File: src/rtl/sftx_pkg.sv
package sftx_pkg;

    localparam int CHAR_MAX  = 8;
    localparam int FRAME_MAX = 12;

    typedef enum logic [1:0] {
        LEN5 = 2'b00,
        LEN6 = 2'b01,
        LEN7 = 2'b10,
        LEN8 = 2'b11
    } len_e;

    typedef struct packed {
        len_e len;
        logic par_off;
        logic par_even;
        logic stop_sel;
    } cfg_t;

    typedef struct packed {
        logic [FRAME_MAX-1:0] bits;
        logic [3:0]           body_bits;
        logic [2:0]           stop_halves;
    } frame_t;

    localparam cfg_t CFG_RESET = '{len: LEN8, par_off: 1'b1, par_even: 1'b0, stop_sel: 1'b0};

    function automatic int char_len(len_e l);
        return 5 + int'(l);
    endfunction

    function automatic frame_t build_frame(cfg_t c, logic [CHAR_MAX-1:0] d);
        frame_t f;
        int     n;
        logic   p;
        n           = char_len(c.len);
        p           = 1'b0;
        f.bits      = '1;
        f.bits[0]   = 1'b0;
        for (int i = 0; i < CHAR_MAX; i++) begin
            if (i < n) begin
                f.bits[1+i] = d[i];
                p           = p ^ d[i];
            end
        end
        if (!c.par_off) begin
            f.bits[1+n] = c.par_even ? p : ~p;
        end
        f.body_bits   = 4'(1 + n + (c.par_off ? 0 : 1));
        if (!c.stop_sel) begin
            f.stop_halves = 3'd2;
        end else if (c.len == LEN5) begin
            f.stop_halves = 3'd3;
        end else begin
            f.stop_halves = 3'd4;
        end
        return f;
    endfunction

endpackage

File: src/rtl/sftx_ctrl_reg.sv
module sftx_ctrl_reg
    import sftx_pkg::*;
(
    input  logic       clk,
    input  logic       rst,
    input  logic       wr,
    input  logic [1:0] len,
    input  logic       par_off,
    input  logic       par_even,
    input  logic       stop_sel,
    output cfg_t       cfg
);

    always_ff @(posedge clk) begin
        if (rst) begin
            cfg <= CFG_RESET;
        end else if (wr) begin
            cfg.len      <= len_e'(len);
            cfg.par_off  <= par_off;
            cfg.par_even <= par_even;
            cfg.stop_sel <= stop_sel;
        end
    end

endmodule

File: src/rtl/sftx_strobe_sync.sv
module sftx_strobe_sync #(
    parameter int STAGES = 2
) (
    input  logic clk,
    input  logic rst,
    input  logic strobe_n,
    output logic rise
);

    logic [STAGES-1:0] chain;
    logic              last_q;

    always_ff @(posedge clk) begin
        if (rst) begin
            chain  <= '1;
            last_q <= 1'b1;
        end else begin
            chain  <= {chain[STAGES-2:0], strobe_n};
            last_q <= chain[STAGES-1];
        end
    end

    assign rise = chain[STAGES-1] & ~last_q;

endmodule

File: src/rtl/sftx_hold_buf.sv
module sftx_hold_buf
    import sftx_pkg::*;
(
    input  logic                clk,
    input  logic                rst,
    input  logic                load_n,
    input  logic [CHAR_MAX-1:0] din,
    input  logic                rise,
    input  logic                ready,
    output logic                xfer,
    output logic [CHAR_MAX-1:0] dout,
    output logic                empty
);

    logic pend_q;
    logic moved_q;
    logic empty_q;

    always_ff @(posedge clk) begin
        if (rst) begin
            dout <= '0;
        end else if (!load_n) begin
            dout <= din;
        end
    end

    assign xfer = pend_q & ready;

    always_ff @(posedge clk) begin
        if (rst) begin
            pend_q  <= 1'b0;
            moved_q <= 1'b0;
            empty_q <= 1'b1;
        end else begin
            moved_q <= xfer;
            if (rise) begin
                pend_q <= 1'b1;
            end else if (xfer) begin
                pend_q <= 1'b0;
            end
            if (rise) begin
                empty_q <= 1'b0;
            end else if (moved_q) begin
                empty_q <= 1'b1;
            end
        end
    end

    assign empty = empty_q;

endmodule

File: src/rtl/sftx_shifter.sv
module sftx_shifter
    import sftx_pkg::*;
#(
    parameter int BIT_TICKS = 16
) (
    input  logic                clk,
    input  logic                rst,
    input  logic                load,
    input  cfg_t                cfg,
    input  logic [CHAR_MAX-1:0] data,
    output logic                ready,
    output logic                line,
    output logic                empty
);

    localparam int PH_W      = $clog2(BIT_TICKS);
    localparam int MAX_TICKS = BIT_TICKS * FRAME_MAX;
    localparam int RM_W      = $clog2(MAX_TICKS + 1);

    frame_t                fr;
    logic [RM_W-1:0]       total;
    logic [FRAME_MAX-1:0]  sh_q;
    logic [PH_W-1:0]       phase_q;
    logic [RM_W-1:0]       remain_q;
    logic                  empty_q;
    logic                  done;
    logic                  ph_last;

    always_comb begin
        fr    = build_frame(cfg, data);
        total = RM_W'(int'(fr.body_bits) * BIT_TICKS
                      + int'(fr.stop_halves) * (BIT_TICKS / 2));
    end

    assign ph_last = (phase_q == PH_W'(BIT_TICKS - 1));
    assign done    = ~empty_q & (remain_q == '0);
    assign ready   = empty_q | done;

    always_ff @(posedge clk) begin
        if (rst) begin
            sh_q     <= '1;
            empty_q  <= 1'b1;
            phase_q  <= '0;
            remain_q <= '0;
        end else if (load) begin
            sh_q     <= fr.bits;
            empty_q  <= 1'b0;
            phase_q  <= '0;
            remain_q <= total - RM_W'(1);
        end else if (done) begin
            empty_q  <= 1'b1;
        end else if (!empty_q) begin
            phase_q  <= phase_q + PH_W'(1);
            remain_q <= remain_q - RM_W'(1);
            if (ph_last) begin
                sh_q <= {1'b1, sh_q[FRAME_MAX-1:1]};
            end
        end
    end

    assign line  = sh_q[0];
    assign empty = empty_q;

endmodule

File: src/rtl/serial_frame_tx.sv
module serial_frame_tx
    import sftx_pkg::*;
#(
    parameter int BIT_TICKS   = 16,
    parameter int SYNC_STAGES = 2
) (
    input  logic       clk,
    input  logic       rst,
    input  logic       cfg_load,
    input  logic [1:0] cfg_len,
    input  logic       cfg_par_off,
    input  logic       cfg_par_even,
    input  logic       cfg_stop_sel,
    input  logic       load_n,
    input  logic [7:0] tx_data,
    output logic       tx_line,
    output logic       hold_empty,
    output logic       shift_empty
);

    cfg_t                cfg;
    logic                rise;
    logic                ready;
    logic                xfer;
    logic [CHAR_MAX-1:0] held;

    sftx_ctrl_reg u_cfg (
        .clk      (clk),
        .rst      (rst),
        .wr       (cfg_load),
        .len      (cfg_len),
        .par_off  (cfg_par_off),
        .par_even (cfg_par_even),
        .stop_sel (cfg_stop_sel),
        .cfg      (cfg)
    );

    sftx_strobe_sync #(.STAGES(SYNC_STAGES)) u_sync (
        .clk      (clk),
        .rst      (rst),
        .strobe_n (load_n),
        .rise     (rise)
    );

    sftx_hold_buf u_hold (
        .clk    (clk),
        .rst    (rst),
        .load_n (load_n),
        .din    (tx_data),
        .rise   (rise),
        .ready  (ready),
        .xfer   (xfer),
        .dout   (held),
        .empty  (hold_empty)
    );

    sftx_shifter #(.BIT_TICKS(BIT_TICKS)) u_shift (
        .clk   (clk),
        .rst   (rst),
        .load  (xfer),
        .cfg   (cfg),
        .data  (held),
        .ready (ready),
        .line  (tx_line),
        .empty (shift_empty)
    );

endmodule

File: config.mk
export PLATFORM = sky130hd
export DESIGN_NAME = serial_frame_tx
export DESIGN_NICKNAME = d
export VERILOG_FILES = /design/src/rtl/sftx_pkg.sv /design/src/rtl/sftx_ctrl_reg.sv /design/src/rtl/sftx_strobe_sync.sv /design/src/rtl/sftx_hold_buf.sv /design/src/rtl/sftx_shifter.sv /design/src/rtl/serial_frame_tx.sv
export SDC_FILE = /design/constraint.sdc
export NUM_CORES = 1
export LEC_CHECK = 0
export BUFFER_PORTS_ARGS = -buffer_cell sky130_fd_sc_hd__buf_2
export CORE_ASPECT_RATIO = 1.2
export CORE_MARGIN = 4
export CORE_UTILIZATION = 54
export CTS_BUF_LIST = sky130_fd_sc_hd__clkbuf_4 sky130_fd_sc_hd__clkbuf_8
export DETAILED_ROUTE_END_ITERATION = 6
export GPL_TIMING_DRIVEN = 0
export PLACE_DENSITY = 0.69
export SYNTH_ARGS = -nofsm -noshare
export SYNTH_HDL_FRONTEND = slang
export SYNTH_SLANG_ARGS = --single-unit
File: constraint.sdc
create_clock -name clk -period 8.05 [get_ports clk]
set_input_delay 1.61 -clock clk [delete_from_list [all_inputs] [get_ports clk]]
set_output_delay 1.61 -clock clk [all_outputs]
set_load 0.02 [all_outputs]
After elaboration in Yosys (flattened, before gate mapping) --
Cells that the tools add are included.
Operators by class: equal/unequal tests 3, magnitude comparators 10, add/subtract/negate cells 7, reduce and logical (&&, ||, !) cells 11, bitwise gates (word level) 15, muxes and demuxes 37
Operator list (number):
- 4-bit by 32-bit < comparator with 1-bit output (first input constant) | 4
- 3-bit by 32-bit < comparator with 1-bit output (first input constant) | 2
- 12-bit 2-to-1 mux | 5
- 32-bit by 1-bit greater-or-equal comparator with 1-bit output (second input constant) | 1
- 1-bit by 32-bit < comparator with 1-bit output (first input constant) | 1
- 2-bit by 32-bit < comparator with 1-bit output (first input constant) | 1
- 32-bit by 6-bit < comparator with 1-bit output (second input constant) | 1
- 1-bit 2-to-1 mux | 25
- 8-bit 2-to-1 mux | 3
- 8-bit by 1-bit subtractor with 8-bit output (second input constant) | 2
- 12-bit bitwise mux | 1
- 8-bit by 6-bit adder with 8-bit output | 1
- 8-bit zero test | 1
- 2-bit nonzero test | 4
- 1-bit XOR | 7
- 3-bit 2-to-1 mux | 2
- 1-bit by 4-bit adder with 5-bit output (first input constant) | 1
- 3-bit by 2-bit adder with 4-bit output (first input constant) | 1
- 4-bit by 1-bit adder with 4-bit output (second input constant) | 1
- 4-bit adder | 1
- 1-bit demux with 4-bit select | 1
- 4-bit equality test (second input constant) | 1
- 2-bit inequality test (second input constant) | 2
- 1-bit inverter | 4
- 7 further kinds | 10
Storage, ports and cells: bits of input ports 17, bits in registers 44, output and inout bits 3, logic and storage cells 97

Depth between registers and ports, before layout --
Gate-level depths: netlist (run 1).
depth after elaboration 22, gate-level depth with buffers 13, depth with buffers taken out 13

By module --
From an unflattened synthesis (run 1), not the netlist that was laid out.
Second synthesis, totals: cells, all modules 242, area, all modules 2359.8 um2
Modules (own cells, without submodules):
- sftx_shifter | instances 1, cells an instance 183, seq. area each 500.5 um2, area each 1705.4 um2
- sftx_hold_buf | instances 1, cells an instance 36, seq. area each 220.2 um2, area each 385.4 um2
- sftx_ctrl_reg | instances 1, cells an instance 16, seq. area each 100.1 um2, area each 183.9 um2
- sftx_strobe_sync | instances 1, cells an instance 7, seq. area each 60.1 um2, area each 85.1 um2

Worst setup path before layout (run 1) --
Ideal clock, no wire load.
path kind reg-to-reg, start point register u_cfg.cfg[3] (netlist name), end point register u_shift.remain_q[7], buffers on the path 0, library setup time 133 ps, cell stages (with the launch flop) 14, setup slack 5179 ps, period minus slack after synthesis 2871 ps, data required time 7917 ps, data arrival time 2739 ps, cell sequence dfxtp_1 inv_1 ha_1 xnor2_1 ha_1 inv_1 ha_1 inv_1 ha_1 a21o_1 a21oi_1 xnor3_1 nand2_1 a31oi_1
On the way: cells in the longest elaborated chain, start to end 6, elaborated cells on any way between the ends 9, those cells by class add/sub: 5; mux: 3; reduce/logical: 1
Ends and longest elaborated chain:
- 3-bit by 2-bit adder with 4-bit output or 2-bit zero test (tied branches) | RTL line sftx_pkg.sv:29, sftx_pkg.sv:52
- 1-bit by 4-bit adder with 5-bit output or 3-bit 2-to-1 mux (tied branches)
- 4-bit adder or 3-bit 2-to-1 mux (tied branches) | RTL line sftx_pkg.sv:49, sftx_pkg.sv:50
- 8-bit by 6-bit adder with 8-bit output (*) | RTL line sftx_shifter.sv:32 | + int'(fr.stop_halves) * (BIT_TICKS / 2));
- 8-bit by 1-bit subtractor with 8-bit output (*) | RTL line sftx_shifter.sv:49 | remain_q <= total - RM_W'(1);
- 8-bit 2-to-1 mux (*) | RTL line sftx_shifter.sv:45 | end else if (load) begin
- to (signal assigned) | RTL line sftx_shifter.sv:49
- to (signal assigned) | RTL line sftx_shifter.sv:54 | remain_q <= remain_q - RM_W'(1);
- to (decl) | RTL line sftx_shifter.sv:24 | logic [RM_W-1:0] remain_q;
Mark *: on every way between the ends. The rest lies on a longest branch, timed or not. A chain may end at the register's enable or synchronous reset.

Worst setup path after layout (run 1) --
start point register u_cfg.cfg[3] (netlist name), end point register u_shift.remain_q[7]
On the way: cells in the longest elaborated chain, start to end 6, elaborated cells on any way between the ends 9, those cells by class add/sub: 5; mux: 3; reduce/logical: 1
Ends and longest elaborated chain (RTL line):
- 3-bit by 2-bit adder with 4-bit output or 2-bit zero test (tied branches) | sftx_pkg.sv:29, sftx_pkg.sv:52
- 1-bit by 4-bit adder with 5-bit output or 3-bit 2-to-1 mux (tied branches)
- 4-bit adder or 3-bit 2-to-1 mux (tied branches) | sftx_pkg.sv:49, sftx_pkg.sv:50
- 8-bit by 6-bit adder with 8-bit output (*) | sftx_shifter.sv:32
- 8-bit by 1-bit subtractor with 8-bit output (*) | sftx_shifter.sv:49
- 8-bit 2-to-1 mux (*) | sftx_shifter.sv:45
Marked as above.

==> metrics, run 1 <==
outcome complete, no violations; area fraction in and, or, nand and nor cells after synthesis 16.9%; worst path required time 8220 ps; minimum clock period after layout 3140 ps; Cell Chain, Critical Path inv_1 > ha_1 > xnor2_1 > ha_1 > inv_1 > ha_1 > inv_1 > ha_1 > a21o_1 > a21oi_1 > xnor3_1 > nand2_1 > a31oi_1; post-route fraction of the period consumed by the critical path 39.0%; master of the slowest instance on the critical path dfxtp_1; core area 4330 um2; clock-pin slew on the worst setup and hold paths 90 ps; net count reported at finish 332; final clock skew 7.93 ps; dominant cells by area after synthesis dfxtp_1 36%, ha_1 9.7%, mux2i_1 6.5%; number of rows in the core area 26; stage delay of the slowest cell on the critical path 470 ps; clock buffer count from CTS 5; Setup TNS Final 0 ps; nets in the synthesized netlist 308; synth unique cells 51; CP Capture Type register; xor and xnor fraction of the mapped netlist area 5.78%; Compound-Gate Fraction of Synth Area 17.7%; number of instances resized during post-cts repair 0; most frequent cell on the critical path ha_1; via count of the first global-routing pass 1,856; worst r2r src u_cfg.cfg[3]$_SDFFE_PP1P_; clock latency at the later pin of the worst-skew pair 300 ps; Primary FF master, synth dfxtp_1; reg2reg path depth 13; RSZ-0062 raised after global routing no; Worst Max-Slew Pin Slew 577 ps; Final Max Tran Viols 0; starting utilization of the core area 56.5%; wire per inst 13.9 um; Post-Syn Instances 271; count of H-tree levels built during CTS 2; Antenna Diode Count 0; pin count of the biggest net entering global routing 15; die area 5670 um2; buffer depth of the longest clock path 2; post-synthesis share of cell area spent on full adders, half adders and majority gates 10.5%; share of synthesized area spent on multiplexers 7.01%; routability congestion estimate from global placement 0.763; element type at the critical path start register; fraction of final layout cells sized beyond drive strength 1 12.2%; number of stages on the worst hold path 1; number of antenna violations at the first check in global routing 0; clock sink total 44; HP Class register to register; sequential fraction of the synthesis area 36.0%; number of antenna-violating nets in the routed design 0; final worst slack 4910 ps; worst slack, placed 4910 ps; CTS Root Cell clkbuf_8; DRC violation total after the first TritonRoute iteration 159; critical path start-end classification register to register; DIE WIDTH 69.4 um; worst hold margin 406 ps; commonest non-fill, non-tap cells in the layout 44 x dfxtp_1, 24 x nor2_1, 20 x nand2_1; HP Start u_sync.chain[0]$_SDFF_PP1_; EDFF count, synth 0; synthesized flop and latch total 44; final-layout fill cell count 408; Achievable Freq 318 MHz; wire length of the first global-routing pass 8.66 mm; FFs w/ async S/R, synth 0%; Maximum Capacitance Violations 0; Port Buffer Count 17; Hold Path Sink u_sync.chain[1]$_SDFF_PP1_; top cell type by total area after synthesis dfxtp_1; synth warn 0; area share of the largest cell type after synthesis 36.0%; arrival time of the worst setup path 3310 ps; global-route congestion overflow total 0; first-pass iteration count of the detailed router 5; power density over the cells 189 nW/um2; Post-CTS Setup Repair Bufs 0; endpoint of the most critical register-to-register path u_shift.remain_q[7]$_SDFFE_PP0P_; all-layer global routing usage 19.2%; main combinational cell family by area after synthesis compound AO/OA/AOI/OAI gates; hold buffer count at CTS 0; TritonCTS clock tree built; Peak supply drop 0.000140 V; area delta synth->final 11.3%; half-perimeter wire length after detailed placement 3.76 mm; Final Routed Wirelength 4.90 mm; die boundary height 81.7 um; static leakage 1.16 nW; post-synth design cell area 2450 um2; final hold violation count 0; per-instance average area after synthesis 9.03 um2; maximum fanout along the worst path 7; post-detailed-route DRC marker count 0; number of top-level pins 20; via count normalized by instance count 5.51; relative slew slack 61.6%; routed via count 1,939; most common cell after layout, fill and taps aside dfxtp_1; flop2flop setup slack 4910 ps; Setup-failing EPs final 0
==> sequential cells by signal, indices dropped and copies added, names as in the netlist <==
signal and cells:
u_shift.sh_q 12, u_hold.dout 8, u_shift.remain_q 8, u_cfg.cfg 5, u_shift.phase_q 4, u_sync.chain 2, u_hold.empty 1, u_hold.moved_q 1
u_hold.pend_q 1, u_shift.empty 1, u_sync.last_q 1
==> per-layer routing <==
layer  GRT usage (%)  vias up  part of all wire, %
li1                -     1003                    -
met5               0        -                    0
met3            3.79        5                  3.5
met2            34.4       35                   50
met4            6.84        0                  1.4
met1            23.1      896                   46
==> critical path: cells and delay by family (launching register included) <==
kind / cells / cell delay (ps)
adders and majority gates: 4 / 1230
and+or+nand+nor: 1 / 100
DFF: 1 / 470
xor gates and xnor gates: 2 / 560
buffers and inverters: 3 / 270
AOI/OAI and AO/OA: 3 / 380
==> how the worst max path moves through the flow <==
stage                                    startpoint                               end  depth (start not counted)
after floorplan           u_cfg.cfg[3]$_SDFFE_PP1P_  u_shift.remain_q[7]$_SDFFE_PP0P_                         13
after global placement    u_cfg.cfg[3]$_SDFFE_PP1P_  u_shift.remain_q[7]$_SDFFE_PP0P_                         13
after detailed placement  u_cfg.cfg[3]$_SDFFE_PP1P_  u_shift.remain_q[7]$_SDFFE_PP0P_                         13
final                     u_cfg.cfg[3]$_SDFFE_PP1P_  u_shift.remain_q[7]$_SDFFE_PP0P_                         13
after global routing      u_cfg.cfg[3]$_SDFFE_PP1P_  u_shift.remain_q[7]$_SDFFE_PP0P_                         13
after CTS                 u_cfg.cfg[3]$_SDFFE_PP1P_  u_shift.remain_q[7]$_SDFFE_PP0P_                         13
==> where the power goes <==
| group | total [mW] | internal, mW | switching [mW] |
|---|---|---|---|
| combinational | 0.105 | 0.0514 | 0.0541 |
| sequential | 0.231 | 0.225 | 0.00609 |
| clock | 0.180 | 0.101 | 0.0781 |
| total | 0.516 | 0.377 | 0.138 |
==> layout make-up <==
class                   count  area, um2  share of cell area [%]
flip-flops and latches     44        881                    32.4
clock buffers               6       82.6                    3.03
multi-input cells         195       1420                    52.1
well taps                  56       70.1                    2.57
repair buffers             17       85.1                    3.13
plain buffers              13       76.3                    2.80
clock inverters             2       38.8                    1.42
inverters                  19       71.3                    2.62
==> cells in the mapped netlist (3+ instances only) <==
master	count
a21oi_1	14
o211a_1	4
a211oi_1	6
ha_1	19
buf_6	3
nor3_1	5
nor2b_1	8
nor2_1	24
inv_1	19
clkbuf_1	7
xnor2_1	9
mux2i_1	16
nand3b_1	3
nand3_1	7
o21ai_1	5
a31oi_1	3
nand2_1	20
o21ai_0	7
o211ai_1	7
dfxtp_1	44
==> logic make-up after synthesis <==
| logic type | Yosys count |
|---|---|
| flops | 44 |
| mux | 17 |
| buf+inv | 32 |
| simple gates | 82 |
| xor+xnor | 13 |
| compound gates | 63 |
| fa+ha+maj | 20 |
==> through the flow <==
stage | power [mW] | utilization, % | area (um2) | std cells
global route | 0.545 | 62.9 | 2720 | 352
CTS | 0.521 | 62.9 | 2720 | 352
floorplan | 0.317 | - | 2450 | 271
global placement | 0.339 | 60.1 | 2600 | 344
finish | 0.516 | 62.9 | 2720 | 352
detailed placement | 0.341 | 60.1 | 2600 | 344
Note: power is estimated with default switching activity, not from simulation.
==> run 2: changes to the inputs <==
Clock period 8.05 ns to 3.1 ns, I/O delays scaled along.
==> run 2 against run 1 <==
Sequential power grew to 2.6 times the previous value. Sequential share of layout area is 0.12 points higher. Count of clock-buffer cells in the layout stayed put. Flip-flop and latch count stayed put. Fmax is 11% higher. First-iteration DRC count is 7.5% lower. Via count stayed put. Critical path type unchanged. Critical endpoint unchanged. Largest power group unchanged. Highest routed layer unchanged.
==> metrics, run 2 (same netlist as run 1, synthesis figures left out) <==
pin count of the biggest net entering global routing 15; number of antenna violations at the first check in global routing 0; routed via count 1,939; Maximum Capacitance Violations 0; most frequent cell on the critical path ha_1; DIE WIDTH 69.4 um; via count normalized by instance count 5.51; Setup-failing EPs final 0; post-detailed-route DRC marker count 0; HP Class register to register; RSZ-0062 raised after global routing no; number of rows in the core area 26; Post-DP Area 2600 um2; count of H-tree levels built during CTS 2; commonest non-fill, non-tap cells in the layout 42 x dfxtp_1, 24 x nor2_1, 20 x nand2_1; wire per inst 13.9 um; half-perimeter wire length after detailed placement 3.76 mm; buffer depth of the longest clock path 2; clock-pin slew on the worst setup and hold paths 90 ps; CTS Root Cell clkbuf_8; element type at the critical path start register; relative slew slack 61.6%; total power of the final layout 1.33 mW; die area 5670 um2; die boundary height 81.7 um; post-route fraction of the period consumed by the critical path 91.3%; worst r2r src u_cfg.cfg[3]$_SDFFE_PP1P_; area delta synth->final 11.5%; critical path start-end classification register to register; global-route congestion overflow total 0; Final Routed Wirelength 4.91 mm; Post-CTS Setup Repair Bufs 0; maximum fanout along the worst path 7; stage delay of the slowest cell on the critical path 390 ps; routability congestion estimate from global placement 0.763; first-pass iteration count of the detailed router 4; top register by number of flip-flops u_shift.sh_q; max FFs per register 12; clock latency at the later pin of the worst-skew pair 300 ps; number of cells in the design after placement 344; count of buffer and inverter cells on the critical path 3; all-layer global routing usage 19.2%; Top Registers u_shift.sh_q x12, u_hold.dout x8, u_shift.remain_q x8; cell type group with the largest total delay on the critical path adder cells; outcome complete, no violations; Final Max Tran Viols 0; TritonCTS clock tree built; number of top-level pins 20; cell area after layout 2730 um2; arrival time of the worst setup path 3000 ps; Port Buffer Count 17; power density over the cells 489 nW/um2; worst path required time 3270 ps; Worst Max-Slew Pin Slew 576 ps; final clock skew 8.11 ps; launch point of the worst path u_cfg.cfg[3]$_SDFFE_PP1P_; clock sink total 44; most common cell after layout, fill and taps aside dfxtp_1; Core Util, Final 63.0%; minimum clock period after layout 2830 ps; static leakage 1.16 nW; master of the slowest instance on the critical path dfxtp_4; via count of the first global-routing pass 1,856; worst hold margin 406 ps; count of placed standard cells in the final layout, fillers left out 352; DRC violation total after the first TritonRoute iteration 147; hold buffer count at CTS 0; number of antenna-violating nets in the routed design 0; final hold violation count 0; Cell Chain, Critical Path inv_1 > ha_1 > xnor2_1 > ha_1 > inv_1 > ha_1 > inv_1 > ha_1 > a21o_1 > a21oi_1 > xnor3_1 > nand2_1 > a31oi_1; HP Start u_sync.chain[0]$_SDFF_PP1_; core area 4330 um2; CP Capture Type register; starting utilization of the core area 56.5%; Achievable Freq 353 MHz; clock buffer count from CTS 5; Antenna Diode Count 0; net count reported at finish 332; Peak supply drop 0.000363 V; fraction of final layout cells sized beyond drive strength 1 12.8%; wire length of the first global-routing pass 8.66 mm
run 2: cell counts in the layout (fill, tap and decap cells not counted):
Identical to the previous run, type by type.
run 2: power by group:
part	total [mW]	switching (mW)	internal, mW
Combinational	0.269	0.141	0.127
Sequential	0.599	0.0158	0.583
Clock	0.466	0.203	0.264
Total	1.33	0.360	0.974
run 2: worst register-to-register path, delay by kind of cell, from the launching register on:
kind | cells | cell delay (ps)
and+or+nand+nor | 1 | 100
AOI/OAI and AO/OA | 3 | 410
DFF | 1 | 390
xor gates and xnor gates | 2 | 390
buffers and inverters | 3 | 210
adders and majority gates | 4 | 1200
run 2: cell type report:
type                            count  area, um2
Buffer                             13       76.3
Clock buffer                        6       82.6
Clock inverter                      2       38.8
Fill cell                         410       1600
Inverter                           19       71.3
Multi-Input combinational cell    195       1420
Sequential cell                    44        886
Tap cell                           56       70.1
Timing Repair Buffer               17       85.1
run 2: path summary, 6_finish.rpt:
check	endpoint	slack (ps)	cells past startpoint
worst max-delay path	u_shift.remain_q[7]$_SDFFE_PP0P_	270	13
worst max register to register	u_shift.remain_q[7]$_SDFFE_PP0P_	270	13
worst min register to register	u_sync.chain[1]$_SDFF_PP1_	410	1
worst min-delay path	u_sync.chain[1]$_SDFF_PP1_	410	1
run 2: routing by layer:
| layer | track usage [%] | vias to the layer above | wire [um] | part of all wire [%] |
|---|---|---|---|---|
| met5 | 0 | - | 0 | 0 |
| met4 | 6.84 | 0 | 67 | 1.4 |
| met3 | 3.79 | 5 | 172 | 3.5 |
| met2 | 34.4 | 34 | 2430 | 50 |
| met1 | 23.1 | 899 | 2240 | 46 |
| li1 | - | 1001 | - | - |
run 2: what timing repair did:
item | 4_1_cts | 5_1_grt
resized for setup | 1 | 2
pin swaps | 0 | 1
endpoints found under the setup margin | 1 | 1
run 2: per-stage QoR:
step                setup TNS, ps  worst slack, ps
floorplan                       0              229
global placement            -8.95            -8.95
detailed placement          -36.3            -36.3
CTS                             0             73.5
global route                    0             94.4
finish                          0              270
